`src/rtl/sram_lane_pkg.sv`:
```
package sram_lane_pkg;

  typedef enum logic [2:0] {
    PH_IDLE,
    PH_WSETUP,
    PH_WPULSE,
    PH_WHOLD,
    PH_RSETUP,
    PH_RACCESS
  } phase_e;

  function automatic int max4(input int a, input int b, input int c, input int d);
    int m;
    m = a;
    if (b > m) m = b;
    if (c > m) m = c;
    if (d > m) m = d;
    return m;
  endfunction

endpackage

```
`src/rtl/sram_lane_seq.sv`:
```
module sram_lane_seq
  import sram_lane_pkg::*;
#(
  parameter int AW       = 18,
  parameter int DW       = 16,
  parameter int LANES    = DW / 8,
  parameter int T_SETUP  = 1,
  parameter int T_PULSE  = 2,
  parameter int T_HOLD   = 1,
  parameter int T_ACCESS = 2
) (
  input  logic             clk_i,
  input  logic             rst_ni,
  input  logic             req_i,
  input  logic             we_i,
  input  logic [AW-1:0]    addr_i,
  input  logic [DW-1:0]    wdata_i,
  input  logic [LANES-1:0] bmask_i,
  output phase_e           phase_o,
  output logic [AW-1:0]    addr_o,
  output logic [DW-1:0]    wdata_o,
  output logic [LANES-1:0] mask_o,
  output logic             rd_done_o,
  output logic             rd_nop_o
);

  localparam int TMAX = max4(T_SETUP, T_PULSE, T_HOLD, T_ACCESS);
  localparam int CW   = (TMAX < 2) ? 1 : $clog2(TMAX + 1);

  phase_e        phase_q;
  logic [CW-1:0] cnt_q;
  logic          accept;
  logic          last;

  assign accept    = req_i && (phase_q == PH_IDLE);
  assign last      = (cnt_q == '0);
  assign rd_done_o = (phase_q == PH_RACCESS) && last;
  // empty-mask read is answered from the capture stage without touching the pins
  assign rd_nop_o  = accept && !we_i && (bmask_i == '0);

  always_ff @(posedge clk_i or negedge rst_ni) begin
    if (!rst_ni) begin
      phase_q <= PH_IDLE;
      cnt_q   <= '0;
      addr_o  <= '0;
      wdata_o <= '0;
      mask_o  <= '0;
    end else begin
      unique case (phase_q)
        PH_IDLE: begin
          if (accept && (bmask_i != '0)) begin
            addr_o  <= addr_i;
            wdata_o <= wdata_i;
            mask_o  <= bmask_i;
            cnt_q   <= CW'(T_SETUP - 1);
            phase_q <= we_i ? PH_WSETUP : PH_RSETUP;
          end
        end
        PH_WSETUP: begin
          if (last) begin
            cnt_q   <= CW'(T_PULSE - 1);
            phase_q <= PH_WPULSE;
          end else cnt_q <= cnt_q - 1'b1;
        end
        PH_WPULSE: begin
          if (last) begin
            cnt_q   <= CW'(T_HOLD - 1);
            phase_q <= PH_WHOLD;
          end else cnt_q <= cnt_q - 1'b1;
        end
        PH_WHOLD: begin
          if (last) phase_q <= PH_IDLE;
          else cnt_q <= cnt_q - 1'b1;
        end
        PH_RSETUP: begin
          if (last) begin
            cnt_q   <= CW'(T_ACCESS - 1);
            phase_q <= PH_RACCESS;
          end else cnt_q <= cnt_q - 1'b1;
        end
        PH_RACCESS: begin
          if (last) phase_q <= PH_IDLE;
          else cnt_q <= cnt_q - 1'b1;
        end
        default: phase_q <= PH_IDLE;
      endcase
    end
  end

  assign phase_o = phase_q;

endmodule

```
`src/rtl/sram_lane_strobe.sv`:
```
module sram_lane_strobe
  import sram_lane_pkg::*;
#(
  parameter int LANES = 2
) (
  input  phase_e           phase_i,
  input  logic [LANES-1:0] mask_i,
  output logic             ce_no,
  output logic             we_no,
  output logic             oe_no,
  output logic [LANES-1:0] lane_no,
  output logic             dq_oe_o
);

  logic wr_act, rd_act, any_act;

  assign wr_act  = (phase_i == PH_WPULSE);
  assign rd_act  = (phase_i == PH_RACCESS);
  assign any_act = wr_act || rd_act;

  // all strobes fall and rise on the same clock edge
  assign ce_no   = !any_act;
  assign we_no   = !wr_act;
  assign oe_no   = !rd_act;
  assign dq_oe_o = wr_act || (phase_i == PH_WHOLD);

  for (genvar i = 0; i < LANES; i++) begin : g_lane
    assign lane_no[i] = !(any_act && mask_i[i]);
  end

endmodule

```
`src/rtl/sram_lane_rdcap.sv`:
```
module sram_lane_rdcap #(
  parameter int DW    = 16,
  parameter int LANES = DW / 8
) (
  input  logic             clk_i,
  input  logic             rst_ni,
  input  logic             done_i,
  input  logic             nop_i,
  input  logic [LANES-1:0] mask_i,
  input  logic [DW-1:0]    dq_i,
  output logic [DW-1:0]    rdata_o,
  output logic             rvalid_o
);

  always_ff @(posedge clk_i or negedge rst_ni) begin
    if (!rst_ni) rvalid_o <= 1'b0;
    else         rvalid_o <= done_i || nop_i;
  end

  for (genvar i = 0; i < LANES; i++) begin : g_lane
    always_ff @(posedge clk_i or negedge rst_ni) begin
      if (!rst_ni) rdata_o[i*8 +: 8] <= '0;
      else if (done_i) rdata_o[i*8 +: 8] <= mask_i[i] ? dq_i[i*8 +: 8] : 8'h00;
      else if (nop_i) rdata_o[i*8 +: 8] <= 8'h00;
    end
  end

endmodule

```
`src/rtl/sram_lane_ctrl.sv`:
```
module sram_lane_ctrl
  import sram_lane_pkg::*;
#(
  parameter int AW       = 18,
  parameter int T_SETUP  = 1,
  parameter int T_PULSE  = 2,
  parameter int T_HOLD   = 1,
  parameter int T_ACCESS = 2
) (
  input  logic          clk_i,
  input  logic          rst_ni,
  input  logic          req_i,
  input  logic          we_i,
  input  logic [AW-1:0] addr_i,
  input  logic [15:0]   wdata_i,
  input  logic [1:0]    bmask_i,
  output logic          ready_o,
  output logic [15:0]   rdata_o,
  output logic          rvalid_o,
  output logic [AW-1:0] sram_addr_o,
  output logic          sram_ce_no,
  output logic          sram_we_no,
  output logic          sram_oe_no,
  output logic          sram_ub_no,
  output logic          sram_lb_no,
  output logic [15:0]   dq_o,
  output logic          dq_oe_o,
  input  logic [15:0]   dq_i
);

  localparam int DW    = 16;
  localparam int LANES = DW / 8;

  phase_e           phase;
  logic [LANES-1:0] mask_q;
  logic [LANES-1:0] lane_n;
  logic             rd_done, rd_nop;

  sram_lane_seq #(
    .AW(AW), .DW(DW), .LANES(LANES),
    .T_SETUP(T_SETUP), .T_PULSE(T_PULSE), .T_HOLD(T_HOLD), .T_ACCESS(T_ACCESS)
  ) u_seq (
    .clk_i     (clk_i),
    .rst_ni    (rst_ni),
    .req_i     (req_i),
    .we_i      (we_i),
    .addr_i    (addr_i),
    .wdata_i   (wdata_i),
    .bmask_i   (bmask_i),
    .phase_o   (phase),
    .addr_o    (sram_addr_o),
    .wdata_o   (dq_o),
    .mask_o    (mask_q),
    .rd_done_o (rd_done),
    .rd_nop_o  (rd_nop)
  );

  sram_lane_strobe #(.LANES(LANES)) u_strobe (
    .phase_i (phase),
    .mask_i  (mask_q),
    .ce_no   (sram_ce_no),
    .we_no   (sram_we_no),
    .oe_no   (sram_oe_no),
    .lane_no (lane_n),
    .dq_oe_o (dq_oe_o)
  );

  sram_lane_rdcap #(.DW(DW), .LANES(LANES)) u_rdcap (
    .clk_i    (clk_i),
    .rst_ni   (rst_ni),
    .done_i   (rd_done),
    .nop_i    (rd_nop),
    .mask_i   (mask_q),
    .dq_i     (dq_i),
    .rdata_o  (rdata_o),
    .rvalid_o (rvalid_o)
  );

  assign sram_lb_no = lane_n[0];
  assign sram_ub_no = lane_n[1];
  assign ready_o    = (phase == PH_IDLE);

endmodule

```
`config.mk`:
```
export PLATFORM = sky130hd
export DESIGN_NAME = sram_lane_ctrl
export DESIGN_NICKNAME = d
export VERILOG_FILES = /design/src/rtl/sram_lane_pkg.sv /design/src/rtl/sram_lane_seq.sv /design/src/rtl/sram_lane_strobe.sv /design/src/rtl/sram_lane_rdcap.sv /design/src/rtl/sram_lane_ctrl.sv
export SDC_FILE = /design/constraint.sdc
export NUM_CORES = 1
export LEC_CHECK = 0
export BUFFER_PORTS_ARGS = -buffer_cell sky130_fd_sc_hd__buf_2
export CORE_ASPECT_RATIO = 0.8
export CORE_MARGIN = 8
export CORE_UTILIZATION = 51
export CTS_BUF_LIST = sky130_fd_sc_hd__clkbuf_16
export DETAILED_ROUTE_END_ITERATION = 7
export HOLD_SLACK_MARGIN = 0.1
export PLACE_DENSITY = 0.95
export SLEW_MARGIN = 20
export SYNTH_ARGS = -nofsm -noshare
export SYNTH_HDL_FRONTEND = slang
export SYNTH_SLANG_ARGS = --single-unit
```
`constraint.sdc`:
```
create_clock -name clk_i -period 3.4 [get_ports clk_i]
set_input_delay 0 -clock clk_i [delete_from_list [all_inputs] [get_ports clk_i]]
set_output_delay 0 -clock clk_i [all_outputs]
set_load 0.05 [all_outputs]
```
## Yosys cells after proc, flatten, opt, wreduce, memory -nomap -nowiden

Cells that the tools add are included.

| storage, ports and cells | value |
|---|---|
| bits of input ports | 56 |
| register bits | 58 |
| output and inout port bits | 58 |
| word-level logic and storage cells | 64 |

| cells by class | value |
|---|---|
| add/subtract/negate cells | 1 |
| multiplexer cells | 17 |
| equal/unequal tests | 11 |
| reductions and logical operators | 27 |

Operators by type and width:

| cell | number |
|---|---|
| 8-bit two-way mux | 5 |
| 3-bit two-way mux | 6 |
| 3-bit case mux with 5 select lines | 1 |
| 2-bit two-way mux | 4 |
| 2-bit by 1-bit inequality test with 1-bit output, second input constant | 4 |
| 2-bit case mux with 4 select lines | 1 |
| 1-bit logical AND | 7 |
| 3-bit by 2-bit equality test with 1-bit output, second input constant | 2 |
| 3-bit equality test, second input constant | 2 |
| 1-bit logical NOT | 6 |
| 5-bit AND reduction | 1 |
| 2-bit logical NOT | 2 |
| 2-bit inequality test, second input constant | 2 |
| 2-bit nonzero test | 2 |
| 4-bit nonzero test | 1 |
| 2-bit OR reduction | 2 |
| 3-bit by 1-bit equality test with 1-bit output, second input constant | 1 |
| 3-bit logical NOT | 1 |
| 1-bit logical OR | 3 |
| 3-bit AND reduction | 1 |
| 2-bit AND reduction | 1 |
| 2-bit by 1-bit subtractor with 2-bit output, second input constant | 1 |

## Depth between registers and ports, before layout

Gate-level depths: netlist (run 1).

| logic depth | value |
|---|---|
| depth in word-level cells | 6 |
| mapped depth | 6 |
| gate-level depth less buffers | 6 |

## Cells and area by module

Synthesis (run 1) repeated with hierarchy kept, for this count alone.

| unflattened totals | value |
|---|---|
| cells, all modules | 175 |
| area, all modules | 2598.7 um^2 |

Modules (own cells, without submodules):

| module | area an instance (um^2) | seq. area each (um^2) | cells an instance | instances |
|---|---|---|---|---|
| sram_lane_seq | 1916.8 | 1026.0 | 126 | 1 |
| sram_lane_rdcap | 623.1 | 425.4 | 40 | 1 |
| sram_lane_strobe | 48.8 | 0.0 | 8 | 1 |
| sram_lane_ctrl | 10.0 | 0.0 | 1 | 1 |

## Least setup slack after synthesis (run 1)

No wires, ideal clock.

| timing path | value |
|---|---|
| path kind | flip-flop to flip-flop |
| from | register u_seq.phase_q[1] (netlist: u_seq.phase_o[1]) |
| to | register u_rdcap.rdata_o[10] |
| cell stages (with the launch flop) | 7 |
| setup time | 130 ps |
| arrival time | 1995 ps |
| period minus slack after synthesis | 2124 ps |
| slack | 1276 ps |
| buffers on the path | 2 |
| required time | 3270 ps |
| path through | dfrtp_1 -> buf_6 -> nor3_2 -> nand2_2 -> nor4_4 -> buf_6 -> o22ai_2 |

| between the ends | value |
|---|---|
| word-level cells in the longest chain between the ends | 5 |
| elaborated cells on any way between the ends | 8 |
| classes of those cells | eq/ne: 1; mux: 1; reduce/logical: 6 |

RTL lines:

| element | line | RTL |
|---|---|---|
| from (decl) | sram_lane_seq.sv:30 | `phase_e phase_q;` |
| from (signal assigned) | sram_lane_seq.sv:56 | `phase_q <= we_i ? PH_WSETUP : PH_RSETUP;` |
| 3-bit logical NOT | n/a |  |
| named net ready_o | sram_lane_ctrl.sv:17 | `output logic ready_o,` |
| 1-bit logical AND | sram_lane_seq.sv:35 | `assign accept = req_i && (phase_q == PH_IDLE);` |
| 1-bit logical AND (2 in a row) | sram_lane_seq.sv:39 | `assign rd_nop_o = accept && !we_i && (bmask_i == '0);` |
| 2-bit nonzero test (no line) | n/a |  |
| to (signal, indexed assignment) | sram_lane_rdcap.sv:23 | `else if (done_i) rdata_o[i*8 +: 8] <= mask_i[i] ? dq_i[i*8 +: 8] : 8'h00;` |
| to (decl) | sram_lane_rdcap.sv:11 | `output logic [DW-1:0] rdata_o,` |

The timed path passes the listed nets, and every way through them passes these cells.
A chain may end at the register's enable or synchronous reset.

## Final worst setup path (run 1)

| timing path | value |
|---|---|
| from | register u_seq.phase_q[0] (netlist: u_seq.phase_o[0]) |
| to | register u_rdcap.rdata_o[9] |

| between the ends | value |
|---|---|
| word-level cells in the longest chain between the ends | 5 |
| elaborated cells on any way between the ends | 8 |
| classes of those cells | eq/ne: 1; mux: 1; reduce/logical: 6 |

RTL lines:

| element | line |
|---|---|
| 3-bit logical NOT | sram_lane_seq.sv:35 |
| 1-bit logical AND | sram_lane_seq.sv:35 |
| 1-bit logical AND (2 in a row) | sram_lane_seq.sv:39 |
| 2-bit nonzero test (no line) | n/a |

Several ways; a longest one is shown, not always the timed one.

==> results by group, run 1 <==
Global route
  – Largest net degree at the start of global routing: 37
  – Vias in the first global route: 2492
  – Total gr overflow: 0
  – Global-route wire length before repair: 12300 um
  – GRT Util Overall: 0.210
  – Initial antenna violation count: 0

Drt
  – First drt pass iteration count: 5
  – Via density: 5.12
  – Via count: 2321
  – Routed len/inst: 17.3 um
  – Initial DRC Count: 108
  – Final antenna-violating net count: 0
  – Total wire length: between 7000 and 8000 um
  – Post-route DRC: 0

Die
  – Die W: ~96 um
  – Core outline area: around 0.005 mm^2
  – Die Ht: 79.7 um
  – IO Count: 114
  – Die ar.: 0.00762 mm^2
  – Initial cell density of the core: 0.523
  – Row count: 23

Yosys
  – Top FF cell, synth: dfrtp_1
  – Gate Count Post-Synth: 209
  – Number of synthesized register bits: 58
  – Top cells by area, synth: dfrtp_1 (56%), mux2_1 (12%), nand2_1 (6.4%), o22ai_2 (4.8%), mux2_2 (3.0%)
  – Cell area after synthesis: roughly 0.0026 mm^2
  – Sequential share of the synthesized area: 0.561
  – Ys async rst share: 1.00
  – Yosys top cell area share: 0.561
  – Ys Warns: 0
  – Post-synth EDFFs: 0
  – Cell taking the most area after synthesis: dfrtp_1
  – Netlist cell types: 34
  – Syn Nets: about 270
  – Syn Area/Cell: 12.4 um^2

Clock tree
  – Clock tree buffer depth: 2
  – PostCTS Resize Cnt: 0
  – CTS buffer count: 9
  – Clock root cell: clkbuf_16
  – Clk sinks: 58
  – Clock latency on the worst-skew pair: 0.31 ns
  – CTS tree: built
  – H-tree levels: 3
  – Clock-pin transition on the worst setup and hold timing paths: approximately 0.05 ns

Critical path
  – Worst r2r src: u_seq.phase_o[0]$_DFFE_PN0P_
  – Worst Setup End Kind: register
  – Max FO, Critical Path: 15
  – CP Class: register to register
  – Origin of the worst setup path: u_seq.phase_o[0]$_DFFE_PN0P_
  – Critical Path AT: approximately 2.7 ns
  – CP required: 3.59 ns
  – Critical Path Start Type: register

Place
  – Global placement routability congestion: 0.738
  – Post-DP HPWL: 4650 um
  – Pre-CTS worst setup slack: 1.26 ns
  – DP Area: 0.00315 mm^2
  – Number of port buffers: ~110

Power
  – Worst VDD drop: 715 uV
  – Leakage power: 2.00 nW
  – Pwr dens: 1140 mW/mm^2

Timing
  – Relative slew slack: 0.513
  – Max Clk Rate: between 300 and 400 MHz
  – Final Cycle Share: 0.735
  – Max Clock Skew: 0.00322 ns
  – Setup violators final: 0
  – Setup WS post-layout: 0.899 ns
  – RSZ-0062 raised after global routing: false
  – Fin. max-slew vios: 0
  – WHS: 0.0778 ns
  – Final Hold Viols: 0
  – Tightest Pin Transition: 0.730 ns
  – Setup TNS: 0 ns
  – Final worst path period need: 2.50 ns

Cells and area
  – Multi-input logic area: 0.00102 mm^2
  – Fin util: 0.819
  – Final nets: 445
  – Design area: 0.00405 mm^2
  – Share of cells above drive strength 1: 0.396
  – Register area: 0.00145 mm^2
  – FILL cells: roughly 280
  – Inserted Diodes: 0
  – P&R area growth vs syn: 56.6%

Job
  – MaxCap Viol Count: 0

Hold path
  – Worst Hold Launch: req_i
  – Worst Hold Class: input port to register

Outcome
  – Status: finished, final reports clean
## layout by cell type (no fill, tap or decap), types with 2 or more instances in the layout
cell	n
buf_2	113
dlygate4sd3_1	62
dfrtp_1	58
nand2_1	44
mux2_1	28
o22ai_2	10
clkbuf_16	9
mux2_2	7
o22ai_1	7
inv_1	5
nor2_1	5
a21oi_1	4
buf_4	4
ha_1	3
clkinvlp_4	3
nand3_1	2
o21ai_0	2
a22oi_1	2
xor2_1	2
clkinv_2	2
## per-stage QoR
step | instances | total power, mW
2_1_floorplan | 209 | 3.14
3_3_place_gp | 374 | 3.60
3_5_place_dp | 374 | 3.68
4_1_cts | 452 | 4.59
5_1_grt | 453 | 4.84
6_report | 453 | 4.61
## sequential cells by signal, summed over array words and instances, names as in the netlist
register          flops
u_seq.addr_o         18
u_rdcap.rdata_o      16
u_seq.wdata_o        16
u_seq.phase_o         3
u_seq.cnt_q           2
u_seq.mask_o          2
u_rdcap.rvalid_o      1
## layout make-up
cell class / count / share of cell area
multi-input combinational: 133 / 0.251
timing repair buffer: 179 / 0.300
tap: 62 / 0.0191
clock inverter: 7 / 0.0111
inverter: 5 / 0.00463
clock buffer: 9 / 0.0556
sequential: 58 / 0.358
## cells by family (layout without fill, tap and decap cells)
family          count (synthesis)  in the layout  share of synthesized area
compound gates                 31             31                     0.0996
xor+xnor                        2              2                    0.00677
fa+ha+maj                       3              3                     0.0145
buf+inv                        18            200                     0.0459
flops                          58             58                      0.561
mux                            36             36                      0.156
simple gates                   61             61                      0.116
## final timing paths
check	cells past startpoint	slack, ns	endpoint
hold reg to reg	1	0.48	u_seq.wdata_o[9]$_DFFE_PN0P_
hold / removal	4	0.08	u_rdcap.rdata_o[7]$_DFFE_PN0P_
setup reg to reg	6	0.90	u_rdcap.rdata_o[9]$_DFFE_PN0P_
max in group asynchronous	3	2.31	u_rdcap.rdata_o[13]$_DFFE_PN0P_
setup / recovery	6	0.90	u_rdcap.rdata_o[9]$_DFFE_PN0P_
min in group asynchronous	2	0.28	u_seq.wdata_o[9]$_DFFE_PN0P_
## cells in the mapped netlist, types with 2 or more instances
cell	number
dfrtp_1	58
nand2_1	44
mux2_1	28
o22ai_2	10
mux2_2	7
o22ai_1	7
buf_6	6
buf_2	5
inv_1	5
nor2_1	5
a21oi_1	4
ha_1	3
a22oi_1	2
buf_1	2
nand3_1	2
o21ai_0	2
xor2_1	2
## worst max-delay path, stage by stage (launching register included)
cell	delay, ns
dfrtp_1	0.55
nor3_2	0.32
nand2_2	0.11
nor4_4	0.41
buf_4	0.31
o22ai_2	0.08
dlygate4sd3_1	0.58
## metal layers
layer | GRT usage | part of all wire | vias up
met5 | 0 | 0 | -
met4 | 0.0919 | 0.027 | 0
met3 | 0.0724 | 0.081 | 23
met2 | 0.380 | 0.53 | 104
met1 | 0.213 | 0.37 | 1117
li1 | - | - | 1077
## what timing repair did
action / in CTS / in global routing
hold buffers: 62 / 0
setup buffers: 0 / 0
endpoints found under the hold margin: 88 / 0
setup endpoints to repair: 0 / 0
## power breakdown
group | internal, mW | total [mW] | switching [mW]
Sequential | 1.03 | 1.30 | 0.263
Clock | 0.488 | 0.786 | 0.298
Combinational | 0.720 | 2.53 | 1.81
No activity file was read; power rests on OpenSTA's default activity.
==> run 2, diff against run 1 <==
--- a/config.mk
+++ b/config.mk
@@ -5,14 +5,15 @@
 export SDC_FILE = /design/constraint.sdc
 export NUM_CORES = 1
 export LEC_CHECK = 0
+export ABC_AREA = 1
 export BUFFER_PORTS_ARGS = -buffer_cell sky130_fd_sc_hd__buf_2
 export CORE_ASPECT_RATIO = 0.8
 export CORE_MARGIN = 8
-export CORE_UTILIZATION = 51
+export CORE_UTILIZATION = 42
 export CTS_BUF_LIST = sky130_fd_sc_hd__clkbuf_16
 export DETAILED_ROUTE_END_ITERATION = 7
 export HOLD_SLACK_MARGIN = 0.1
-export PLACE_DENSITY = 0.95
+export PLACE_DENSITY = 0.85
 export SLEW_MARGIN = 20
 export SYNTH_ARGS = -nofsm -noshare
 export SYNTH_HDL_FRONTEND = slang
==> constraint.sdc (replaced) <==
create_clock -name clk_i -period 2.3 [get_ports clk_i]
set_input_delay 0 -clock clk_i [delete_from_list [all_inputs] [get_ports clk_i]]
set_output_delay 0 -clock clk_i [all_outputs]
set_load 0.05 [all_outputs]
==> run 2 against run 1 <==
Net effect: wire length is 1.3% lower; maximum frequency rose by 20%; critical path type unchanged; register-to-register slack lost 0.68 ns.
==> results by group, run 2 <==
Critical path
  – Origin of the worst setup path: u_seq.phase_o[0]$_DFFE_PN0P_
  – Worst R2R Path Depth: 8
  – Critical Path Start Type: register
  – Critical Path AT: 2.28 ns
  – CP required: 2.50 ns
  – Worst r2r src: u_seq.phase_o[0]$_DFFE_PN0P_
  – CP Class: register to register
  – Max FO, Critical Path: 71
  – Worst Setup End Kind: register
  – R2r endpoint: u_seq.mask_o[0]$_DFFE_PN0P_
  – Reg-to-reg slack, setup: 0.22 ns

Clock tree
  – Clock tree buffer depth: 2
  – H-tree levels: 3
  – CTS tree: built
  – Post-CTS Setup Inserts: 0
  – Clock latency on the worst-skew pair: between 0.3 and 0.4 ns
  – Clock-pin transition on the worst setup and hold timing paths: 0.05 ns
  – Clock root cell: clkbuf_16
  – Clk sinks: 58
  – PostCTS Resize Cnt: 0
  – Post-cts hold buffer count: 55
  – CTS buffer count: 9

Yosys
  – Post-synth EDFFs: 0
  – Syn Nets: 358
  – Synth Area in Adders: 0.0147
  – Most common cell in the netlist: nand2_1
  – Yosys top cell area share: 0.568
  – Netlist cell types: 21
  – Synth Area in Compound Gates: 0.0833
  – Sequential share of the synthesized area: 0.568
  – Post-Synth Simple-Gate Area: 0.236
  – Syn Area/Cell: approximately 8.5 um^2
  – Number of synthesized register bits: 58
  – Top FF cell, synth: dfrtp_1
  – Fraction of synthesized area in multiplexers: 0
  – Top cells by area, synth: dfrtp_1 (57%), nand2_1 (13%), o21ai_0 (7.6%), inv_1 (7.1%), nand3_1 (6.5%)
  – Xor and xnor area share after synthesis: 0
  – Gate Count Post-Synth: 299
  – Cell area after synthesis: 0.00255 mm^2
  – Ys async rst share: 1.00
  – Largest family of logic cells by synthesized area: simple AND/OR/NAND/NOR gates
  – Cell taking the most area after synthesis: dfrtp_1
  – Synth top cells by count: nand2_1 (91), dfrtp_1 (58), inv_1 (48), o21ai_0 (39), nand3_1 (33)
  – Ys Warns: 0

Cells and area
  – Largest register FFs: 18
  – Cell Count, Final, Fillers Out: 556
  – Biggest regs: u_seq.addr_o (18), u_rdcap.rdata_o (16), u_seq.wdata_o (16)
  – Commonest non-fill, non-tap cell in the layout: buf_2
  – FILL cells: between 400 and 500
  – P&R area growth vs syn: 58.9%
  – Inserted Diodes: 0
  – Most frequent cells in the layout: buf_2 (113), nand2_1 (91), dfrtp_1 (58)
  – Multi-input logic area: 852 um^2
  – Share of cells above drive strength 1: 0.293
  – Fin util: 0.690
  – Final nets: ~530
  – Biggest register: u_seq.addr_o
  – Register area: 0.00145 mm^2

Power
  – Leakage power: approximately 2.2 nW
  – Final Total Pwr: 6.37 mW
  – Worst VDD drop: roughly 840 uV
  – Pwr dens: 1570 mW/mm^2

Die
  – Core outline area: 0.00588 mm^2
  – Die ar.: 0.00885 mm^2
  – Die W: approximately 100 um
  – Die Ht: around 86 um
  – IO Count: ~110
  – Initial cell density of the core: 0.434
  – Row count: 25

Drt
  – Final antenna-violating net count: 0
  – First drt pass iteration count: 4
  – Routed len/inst: 13.9 um
  – Total wire length: 7750 um
  – Via count: 2561
  – Initial DRC Count: 72
  – Via density: about 4.6
  – Post-route DRC: 0

Global route
  – Initial antenna violation count: 0
  – Vias in the first global route: around 2.6k
  – Global-route wire length before repair: approximately 12000 um
  – Largest net degree at the start of global routing: 72
  – GRT Util Overall: 0.179
  – Total gr overflow: 0

Place
  – Global placement routability congestion: ~0.83
  – Pre-CTS worst setup slack: 0.714 ns
  – Post-DP HPWL: 4980 um
  – Number of port buffers: 113
  – Placed cells: 485

Timing
  – Final worst path period need: 2.08 ns
  – Setup violators final: 0
  – Max Clock Skew: 0.00639 ns
  – Final Hold Viols: 0
  – Max Clk Rate: 481 MHz
  – Setup WS post-layout: 0.219 ns
  – Relative slew slack: 0.411
  – Fin. max-slew vios: 0
  – Tightest Pin Transition: 0.883 ns
  – Setup TNS: 0 ns
  – RSZ-0062 raised after global routing: false
  – Final Cycle Share: 0.905

Job
  – MaxCap Viol Count: 0

Outcome
  – Status: finished, final reports clean

Hold path
  – Min-Delay Endpoint: u_seq.cnt_q[1]$_DFFE_PN0P_
  – Worst hold stages: 5
  – Worst Hold Launch: req_i
  – Worst Hold Class: input port to register
## run 2: power by group
| part | internal (mW) | leakage (nW) | switching [mW] |
|---|---|---|---|
| clock network | 0.944 | 0.153 | 0.450 |
| registers | 1.47 | 0.735 | 0.299 |
| logic | 0.755 | 1.32 | 2.45 |
| total | 3.17 | 2.21 | 3.20 |
## run 2: worst max-delay path, stage by stage, from the launching register on
cell and delay, ns:
dfrtp_1 0.47, nor2_4 0.20, nand2_4 0.08, nor3_4 0.15, buf_12 0.25, nand2_1 0.11, nand2_1 0.07, nand2_1 0.05
dlygate4sd3_1 0.54
## run 2: worst max path at each step
| stage | cells after the start | slack [ns] | endpoint |
|---|---|---|---|
| floorplan | 6 | 0.11 | u_seq.phase_o[0]$_DFFE_PN0P_ |
| global placement | 6 | 0.78 | u_rdcap.rdata_o[0]$_DFFE_PN0P_ |
| detailed placement | 6 | 0.71 | u_rdcap.rdata_o[9]$_DFFE_PN0P_ |
| CTS | 8 | 0.24 | u_seq.mask_o[0]$_DFFE_PN0P_ |
| global route | 8 | 0.08 | u_seq.mask_o[0]$_DFFE_PN0P_ |
| finish | 8 | 0.22 | u_seq.mask_o[0]$_DFFE_PN0P_ |
## run 2: per-layer routing
metal,GRT usage,part of all wire
met5,0,0
met2,0.303,0.50
met4,0.0564,0.014
met3,0.0663,0.090
met1,0.203,0.40
## run 2: cell families after synthesis
kind of cell             count (synthesis)
flip-flops                              58
adder cells (fa/ha/maj)                  3
buffers and inverters                   60
AO/OA/AOI/OAI                           42
AND/OR/NAND/NOR                        136
## run 2: per-stage QoR
stage | area [um^2] | hold slack, ns
floorplan | 2550 | -0.296
global placement | 3190 | 0.164
detailed placement | 3190 | 0.191
CTS | 4060 | 0.131
global route | 4060 | 0.210
finish | 4060 | 0.142
## run 2: final cells by class
type / count / share of cell area
Multi-Input combinational cell: 181 / 0.210
Sequential cell: 58 / 0.358
Clock inverter: 7 / 0.0231
Tap cell: 81 / 0.0250
Clock buffer: 9 / 0.0555
Inverter: 49 / 0.0453
Timing Repair Buffer: 171 / 0.284
